## config.mk

```make
export PLATFORM = sky130hd
export DESIGN_NAME = ovf_status_irq
export DESIGN_NICKNAME = d
export VERILOG_FILES = /design/src/rtl/ovf_pkg.sv /design/src/rtl/ovf_reg_decode.sv /design/src/rtl/ovf_status_reg.sv /design/src/rtl/ovf_irq_ctrl.sv /design/src/rtl/ovf_status_irq.sv
export SDC_FILE = /design/constraint.sdc
export NUM_CORES = 1
export LEC_CHECK = 0
export ABC_AREA = 1
export BUFFER_PORTS_ARGS = -buffer_cell sky130_fd_sc_hd__buf_2
export CORE_AREA = 3 3 89 91
export DETAILED_ROUTE_END_ITERATION = 10
export DIE_AREA = 0 0 92 94
export PLACE_DENSITY = 0.74
export RECOVER_POWER = 50
export SLEW_MARGIN = 10
export SYNTH_ARGS = -nofsm -noshare
export SYNTH_HDL_FRONTEND = slang
export SYNTH_SLANG_ARGS = --single-unit
```

## constraint.sdc

```tcl
create_clock -name clk_i -period 1.9 [get_ports clk_i]
set_input_delay 0.57 -clock clk_i [delete_from_list [all_inputs] [get_ports clk_i]]
set_output_delay 0.57 -clock clk_i [all_outputs]
set_load 0.01 [all_outputs]
```

## src/rtl/ovf_pkg.sv

```systemverilog
package ovf_pkg;
  localparam int ADDR_W = 3;
  localparam logic [ADDR_W-1:0] A_SET0 = 3'd0;
  localparam logic [ADDR_W-1:0] A_SET1 = 3'd1;
  localparam logic [ADDR_W-1:0] A_CLR0 = 3'd2;
  localparam logic [ADDR_W-1:0] A_CLR1 = 3'd3;
  localparam logic [ADDR_W-1:0] A_MASK = 3'd4;
endpackage

```

## src/rtl/ovf_reg_decode.sv

```systemverilog
module ovf_reg_decode
  import ovf_pkg::*;
#(
  parameter int DW = 32
) (
  input  logic              wr_en_i,
  input  logic [ADDR_W-1:0] wr_addr_i,
  input  logic [DW-1:0]     wr_data_i,
  output logic [DW-1:0]     set_bits_o,
  output logic [DW-1:0]     clr_bits_o,
  output logic              mask_we_o
);
  localparam int NALIAS = 2;
  localparam logic [NALIAS*ADDR_W-1:0] SET_ADDRS = {A_SET1, A_SET0};
  localparam logic [NALIAS*ADDR_W-1:0] CLR_ADDRS = {A_CLR1, A_CLR0};

  logic [NALIAS-1:0] set_hit, clr_hit;

  for (genvar a = 0; a < NALIAS; a++) begin : g_alias
    assign set_hit[a] = wr_addr_i == SET_ADDRS[a*ADDR_W +: ADDR_W];
    assign clr_hit[a] = wr_addr_i == CLR_ADDRS[a*ADDR_W +: ADDR_W];
  end

  assign set_bits_o = (wr_en_i && |set_hit) ? wr_data_i : '0;
  assign clr_bits_o = (wr_en_i && |clr_hit) ? wr_data_i : '0;
  assign mask_we_o  = wr_en_i && (wr_addr_i == A_MASK);
endmodule

```

## src/rtl/ovf_status_reg.sv

```systemverilog
module ovf_status_reg #(
  parameter int N = 32
) (
  input  logic         clk_i,
  input  logic         rst_ni,
  input  logic [N-1:0] set_bits_i,
  input  logic [N-1:0] clr_bits_i,
  input  logic [N-1:0] hw_ovf_i,
  output logic [N-1:0] stat_q_o,
  output logic [N-1:0] stat_nxt_o
);
  logic [N-1:0] stat_q;

  // hardware pulse wins over a same-cycle software clear
  for (genvar i = 0; i < N; i++) begin : g_bit
    assign stat_nxt_o[i] = hw_ovf_i[i] | ((stat_q[i] | set_bits_i[i]) & ~clr_bits_i[i]);
  end

  always_ff @(posedge clk_i or negedge rst_ni) begin
    if (!rst_ni) stat_q <= '0;
    else         stat_q <= stat_nxt_o;
  end

  assign stat_q_o = stat_q;

  AST_HW_SET: assert property (@(posedge clk_i) disable iff (!rst_ni)
    (|hw_ovf_i) |=> ((stat_q & $past(hw_ovf_i)) == $past(hw_ovf_i)));
  AST_CLR_WINS_LOSES: assert property (@(posedge clk_i) disable iff (!rst_ni)
    (|clr_bits_i) |=> ((stat_q & $past(clr_bits_i & ~hw_ovf_i)) == '0));
  AST_SET_STICKS: assert property (@(posedge clk_i) disable iff (!rst_ni)
    (|set_bits_i) |=> ((stat_q & $past(set_bits_i)) == $past(set_bits_i)));
endmodule

```

## src/rtl/ovf_irq_ctrl.sv

```systemverilog
module ovf_irq_ctrl #(
  parameter int N = 32
) (
  input  logic         clk_i,
  input  logic         rst_ni,
  input  logic [N-1:0] stat_q_i,
  input  logic [N-1:0] stat_nxt_i,
  input  logic [N-1:0] mask_q_i,
  output logic         irq_o
);
  logic irq_q, irq_d;
  logic was_set, will_set;

  assign was_set  = |stat_q_i;
  assign will_set = |stat_nxt_i;

  always_comb begin
    irq_d = irq_q;
    if (was_set && !will_set)      irq_d = 1'b0;
    else if (!was_set && will_set) irq_d = |(stat_nxt_i & mask_q_i);
  end

  always_ff @(posedge clk_i or negedge rst_ni) begin
    if (!rst_ni) irq_q <= 1'b0;
    else         irq_q <= irq_d;
  end

  assign irq_o = irq_q;

  AST_IRQ_RISE: assert property (@(posedge clk_i) disable iff (!rst_ni)
    ($past(stat_q_i) == '0 && stat_q_i != '0) |-> (irq_o == |(stat_q_i & $past(mask_q_i))));
  AST_IRQ_FALL: assert property (@(posedge clk_i) disable iff (!rst_ni)
    (stat_q_i == '0) |-> !irq_o);
  AST_IRQ_HOLD: assert property (@(posedge clk_i) disable iff (!rst_ni)
    ($past(stat_q_i) != '0 && stat_q_i != '0) |-> (irq_o == $past(irq_o)));
endmodule

```

## src/rtl/ovf_status_irq.sv

```systemverilog
module ovf_status_irq
  import ovf_pkg::*;
#(
  parameter int N = 32
) (
  input  logic              clk_i,
  input  logic              rst_ni,
  input  logic              wr_en_i,
  input  logic [ADDR_W-1:0] wr_addr_i,
  input  logic [N-1:0]      wr_data_i,
  input  logic [ADDR_W-1:0] rd_addr_i,
  output logic [N-1:0]      rd_data_o,
  input  logic [N-1:0]      hw_ovf_i,
  output logic              irq_o
);
  logic [N-1:0] set_bits, clr_bits, stat_q, stat_nxt, mask_q;
  logic         mask_we;

  ovf_reg_decode #(.DW(N)) u_dec (
    .wr_en_i    (wr_en_i),
    .wr_addr_i  (wr_addr_i),
    .wr_data_i  (wr_data_i),
    .set_bits_o (set_bits),
    .clr_bits_o (clr_bits),
    .mask_we_o  (mask_we)
  );

  ovf_status_reg #(.N(N)) u_stat (
    .clk_i      (clk_i),
    .rst_ni     (rst_ni),
    .set_bits_i (set_bits),
    .clr_bits_i (clr_bits),
    .hw_ovf_i   (hw_ovf_i),
    .stat_q_o   (stat_q),
    .stat_nxt_o (stat_nxt)
  );

  always_ff @(posedge clk_i or negedge rst_ni) begin
    if (!rst_ni)      mask_q <= '0;
    else if (mask_we) mask_q <= wr_data_i;
  end

  ovf_irq_ctrl #(.N(N)) u_irq (
    .clk_i      (clk_i),
    .rst_ni     (rst_ni),
    .stat_q_i   (stat_q),
    .stat_nxt_i (stat_nxt),
    .mask_q_i   (mask_q),
    .irq_o      (irq_o)
  );

  always_comb begin
    unique case (rd_addr_i)
      A_SET0, A_SET1, A_CLR0, A_CLR1: rd_data_o = stat_q;
      A_MASK:                         rd_data_o = mask_q;
      default:                        rd_data_o = '0;
    endcase
  end

  AST_MASK_QUIET: assert property (@(posedge clk_i) disable iff (!rst_ni)
    (mask_we && hw_ovf_i == '0) |=> (stat_q == $past(stat_q) && irq_o == $past(irq_o)));
endmodule

```

# Yosys cells after proc, flatten, opt, wreduce, memory -nomap -nowiden
# Cells that the tools add are included.
[word_totals] register_bits=65 output_inout_bits=33 word_cells=161
[op_classes] eq_ne=8 muxes=5 n_bitwise=129 reduce_logical=16
[op_table] op="OR reduction 32 bit" n=3
[op_table] op="2-to-1 mux 32 bit" n=2
[op_table] op="OR 1 bit" n=64
[op_table] op="case mux 32 bit (2 select lines)" n=1
[op_table] op="AND 1 bit" n=32
[op_table] op="AND 32 bit" n=1
[op_table] op="inverter 1 bit" n=32
[op_table] op="== test 3 x 2 -> 1 bit (second input constant)" n=4
[op_table] op="== test 3 x 1 -> 1 bit (second input constant)" n=2
[op_table] op="== test 3 bit (second input constant)" n=2
[op_table] op="zero test 3 bit" n=2
[op_table] op="logical AND 1 bit" n=5
[op_table] op="OR reduction 2 bit" n=2
[op_table] op="OR reduction 4 bit" n=1
[op_table] op="zero test 1 bit" n=2
[op_table] op="2-to-1 mux 1 bit" n=2
[op_table] op="nonzero test 2 bit" n=1

# Logic depth before layout (Yosys ltp)
[logic_depth] word_depth=11 ltp_mapped=15 depth_no_buf=14

# By module
# A second synthesis with hierarchy kept.
[hier_totals] cells_unflattened=612 hier_area_um2=4105.2
[by_module_without_submodules] module="ovf_status_irq" n_inst=1 cells_each=243 area_each_um2=1796.7 seq_area_each_um2=800.8
[by_module_without_submodules] module="ovf_status_reg" n_inst=1 cells_each=160 area_each_um2=1321.3 seq_area_each_um2=800.8
[by_module_without_submodules] module="ovf_reg_decode" n_inst=1 cells_each=108 area_each_um2=535.5 seq_area_each_um2=0.0
[by_module_without_submodules] module="ovf_irq_ctrl" n_inst=1 cells_each=101 area_each_um2=451.7 seq_area_each_um2=25.0

# Worst setup path before layout
# No wires, ideal clock.
[synth_path] path_type="input -> register" startpoint="input port wr_addr_i[1]" endpoint="register u_irq.irq_q, in the netlist u_irq.irq_o" arrival_ps=2043 t_required_ps=1835 setup_slack_ps=-208 path_stages=13 n_path_buf=1 path_cell_list="clkinv_1 nand2_1 nor2_2 buf_2 nand2_1 nand3_1 nor4_1 nand3_1 nor2_1 ha_1 nor2_1 nand2_1 nand2_1"
[synth_via] elab_chain_len=11
[synth_lines] item="from (decl)" line="ovf_status_irq.sv:9" text="input logic [ADDR_W-1:0] wr_addr_i,"
[synth_lines] item="== test 3 x 1 -> 1 bit, or another cell as far along" line="ovf_reg_decode.sv:20" text="assign set_hit[a] = wr_addr_i == SET_ADDRS[a*ADDR_W +: ADDR_W];"
[synth_lines] item="OR reduction 2 bit (on tied branches)" line="ovf_reg_decode.sv:24, ovf_reg_decode.sv:25"
[synth_lines] item="logical AND 1 bit (on tied branches)" line="ovf_reg_decode.sv:24, ovf_reg_decode.sv:25"
[synth_lines] item="2-to-1 mux 32 bit (on tied branches)" line="ovf_reg_decode.sv:24, ovf_reg_decode.sv:25"
[synth_lines] item="OR 1 bit / inverter 1 bit (equally long branches)" line="ovf_status_reg.sv:16" text="assign stat_nxt_o[i] = hw_ovf_i[i] | ((stat_q[i] | set_bits_i[i]) & ~clr_bits_i[i]);"
[synth_lines] item="AND 1 bit *" line="ovf_status_reg.sv:16"
[synth_lines] item="OR 1 bit *" line="ovf_status_reg.sv:16"
[synth_lines] item="via stat_nxt[15]" line="ovf_status_irq.sv:16" text="logic [N-1:0] set_bits, clr_bits, stat_q, stat_nxt, mask_q;"
[synth_lines] item="AND 32 bit / OR reduction 32 bit (equally long branches)" line="ovf_irq_ctrl.sv:20, ovf_irq_ctrl.sv:15"
[synth_lines] item="OR reduction 32 bit / zero test 1 bit (equally long branches)" line="ovf_irq_ctrl.sv:20, ovf_irq_ctrl.sv:19"
[synth_lines] item="2-to-1 mux 1 bit / logical AND 1 bit (equally long branches)" line="ovf_irq_ctrl.sv:20, ovf_irq_ctrl.sv:19"
[synth_lines] item="2-to-1 mux 1 bit / nonzero test 2 bit (equally long branches)"
[synth_lines] item="to (signal assigned)" line="ovf_irq_ctrl.sv:25" text="else irq_q <= irq_d;"
[synth_lines] item="to (decl)" line="ovf_irq_ctrl.sv:11" text="logic irq_q, irq_d;"
# Mark *: on every way through the listed nets, which the timed path passes. The rest lies on a longest branch. The select of a mux whose other input is x is not followed.
# A chain may end at the register's enable or synchronous reset.

# Worst setup path in the final report
[layout_path] startpoint="input port wr_addr_i[2]" endpoint="register u_irq.irq_q, in the netlist u_irq.irq_o"
# The elaborated chain is that of the path after synthesis.

==> flow_summary.json <==
{
  "rsz0062_at_grt": "yes",
  "finalHoldViolations": 0,
  "vias": 4040,
  "yosysWarnings": 0,
  "hpwlAfterDp_um": 8380,
  "max-slew-margin-rel": 0.194,
  "wl_um": 12000,
  "max_freq_mhz": 516,
  "synth_seq_cells": 65,
  "ir_drop_mv": 0.489,
  "synth_edf_count": 0,
  "cts_hold_buffers": 0,
  "cp.required_ns": 2.18,
  "syn-cell-area_mm2": 0.00367,
  "final-setup-viol-count": 8,
  "start_util": 0.509,
  "synth_cells": 480,
  "antenna_found_initial": 0,
  "hp-class": "in -> async",
  "drive_gt1_frac": 0.334,
  "core_mm2": 0.00721,
  "fin_tns_setup_ns": -0.125,
  "grt_pass1_wl_um": 18500,
  "critPathKind": "in -> reg",
  "yosysSeqAreaShare": 0.443,
  "grt_pass1_vias": 3915,
  "seqPwrFrac": 0.451,
  "outcome": "finished, violations left",
  "wire_per_inst_um": 16.5,
  "power_frac_clock": 0.309,
  "area.growth.synth_to_final_pct": 40.9,
  "die_area_mm2": 0.00865,
  "synth_common_cells": "nand2_1, nand3_1, dfrtp_1",
  "fillerInstances": 559,
  "dp.cells": 695,
  "combPwrFrac": 0.241,
  "fp.dieH_um": 94,
  "root_buffer": "clkbuf_8",
  "power.internal_mw": 2.62,
  "synth_area_leaders": "dfrtp_1, nand3_1, nand2_1",
  "synth_top_cell_area_share": 0.443,
  "num_antenna_cells": 0,
  "pin_count": 106,
  "cts_buffers": 9,
  "synth_largest_area_cell": "dfrtp_1",
  "arrival_ns": 2.22,
  "violations": "setup timing",
  "grt_max_degree": 37,
  "path_max_fanout": 5,
  "final_cells": 724,
  "cts_tree": "yes",
  "period_minus_slack_ns": 1.94,
  "yosysMostFrequentCell": "nand2_1",
  "dr.pass1.iters": 5,
  "vias_per_cell": 5.58,
  "drc_errors": 0,
  "yosys.cell_types.count": 19,
  "tightest_slew_ns": 1.21,
  "synthFlopType": "dfrtp_1",
  "place_congestion": 0.923,
  "grt-ovfl-total": 0,
  "clkSlewWorstSetupHoldPaths_ns": 0.07,
  "syn_avg_cell_area_um2": 7.65,
  "total_power_mw": 3.80,
  "clock_latency_ns": 0.33,
  "cp-start-kind": "primary input",
  "p_leak_nw": 2.70,
  "fin_crit_sh": 1.02,
  "slew_viol_final": 0,
  "fin_ws_ns": -0.0373,
  "die-width_um": 92,
  "synth-async-reset-ratio": 1.00,
  "htreeDepth": 3,
  "drt_iter0_drc": 319,
  "cts_sinks": 65,
  "ff2ff_path_depth": 9,
  "clock_skew_ns": 0.00880,
  "powerDensity_mw_per_mm2": 734,
  "rrSetupSlack_ns": 0.17,
  "rr_endpoint": "u_irq.irq_o",
  "clockBufferDepth": 2,
  "p_sw_mw": 1.17,
  "grt_usage": 0.269,
  "switching_share": 0.309,
  "max-cap-violations": 0,
  "r2r-start": "u_stat.stat_q_o[10]",
  "critPathCaptureType": "flip-flop",
  "nNetsFinal": 694,
  "syn-num-nets": 554,
  "drtAntennaViolNets": 0,
  "placementRows": 31,
  "io_buffers": 105
}
power groups by stage:
stage | logic, mW | registers (mW) | clock network [mW]
2_1_floorplan | 0.466 | 1.69 | 0
3_3_place_gp | 0.792 | 1.72 | 0
3_5_place_dp | 0.815 | 1.73 | 0
4_1_cts | 0.836 | 1.71 | 1.17
5_1_grt | 1.01 | 1.74 | 1.23
6_report | 0.914 | 1.71 | 1.17
cell type report:
cell class                      count  area (µm²)  share of cell area
Clock buffer                       13         149              0.0288
Sequential cell                    65        1630               0.314
Clock inverter                      3        40.0             0.00774
Inverter                           64         263              0.0508
Multi-Input combinational cell    328        1890               0.365
Tap cell                           99         124              0.0239
Timing Repair inverter              1        8.76             0.00169
Timing Repair Buffer              151        1080               0.208
routing by layer:
metal | vias to the layer above | wire length [µm] | GRT usage
li1 | 1874 | - | -
met1 | 1896 | 4670 | 0.361
met2 | 244 | 5890 | 0.453
met3 | 26 | 1150 | 0.0409
met4 | 0 | 245 | 0.0817
met5 | - | 0 | 0
flip-flops by register name (all words and copies together), names as in the netlist:
register         cells
mask_q              32
u_stat.stat_q_o     32
u_irq.irq_o          1
logic make-up after synthesis:
logic type	Yosys count	synth area share
fa+ha+maj	1	0.00341
simple gates	259	0.320
buf+inv	87	0.0930
mux	28	0.0859
compound gates	40	0.0545
flops	65	0.443
critical path, stage by stage:
cell      delay [ns]
buf_12          0.11
buf_8           0.11
nor2_4          0.05
buf_6           0.13
nand3_1         0.07
nand3b_1        0.15
nor4_2          0.29
nand3_1         0.16
nor2_2          0.13
ha_1            0.24
nor2_1          0.11
nand2_1         0.05
nand2_1         0.05
how the worst max path moves through the flow:
stage,start,depth (start not counted),endpoint,slack (ns)
after floorplan,rd_addr_i[2],4,rd_data_o[0],-0.02
after global placement,wr_en_i,12,u_irq.irq_o,-0.46
after detailed placement,wr_addr_i[2],12,u_irq.irq_o,-0.52
after CTS,wr_addr_i[1],14,u_irq.irq_o,-0.04
after global routing,wr_addr_i[2],13,u_irq.irq_o,-0.12
final,wr_addr_i[2],13,u_irq.irq_o,-0.04
stage by stage:
stage	util	hold WS (ns)	instance area, µm²	setup WS (ns)
CTS	0.675	0.228	4870	-0.0366
floorplan	-	0.274	3720	-0.0210
global route	0.717	0.472	5170	-0.123
detailed placement	0.640	0.496	4620	-0.524
finish	0.717	0.456	5170	-0.0373
global placement	0.640	0.496	4620	-0.462
placed cells by master, fill, tap and decap left out, types with 8 or more instances in the layout:
cell	netlist	routed
o21ai_0	40	9
nand4_1	9	9
nand3_1	102	87
mux2_1	22	22
buf_12	0	10
buf_4	0	28
nand2_1	108	102
nand3b_1	8	8
nor2_1	22	17
inv_1	62	61
clkbuf_8	0	10
o21ai_1	0	27
buf_2	12	100
dfrtp_1	65	65
nand3_2	0	14
repair_timing:
item | CTS | global route
gates resized for setup | 27 | 64
setup endpoints to repair | 33 | 33
pin swaps | 1 | 21
gates cloned | 0 | 3
setup buffers | 3 | 7
(Power assumes the default switching activity.)
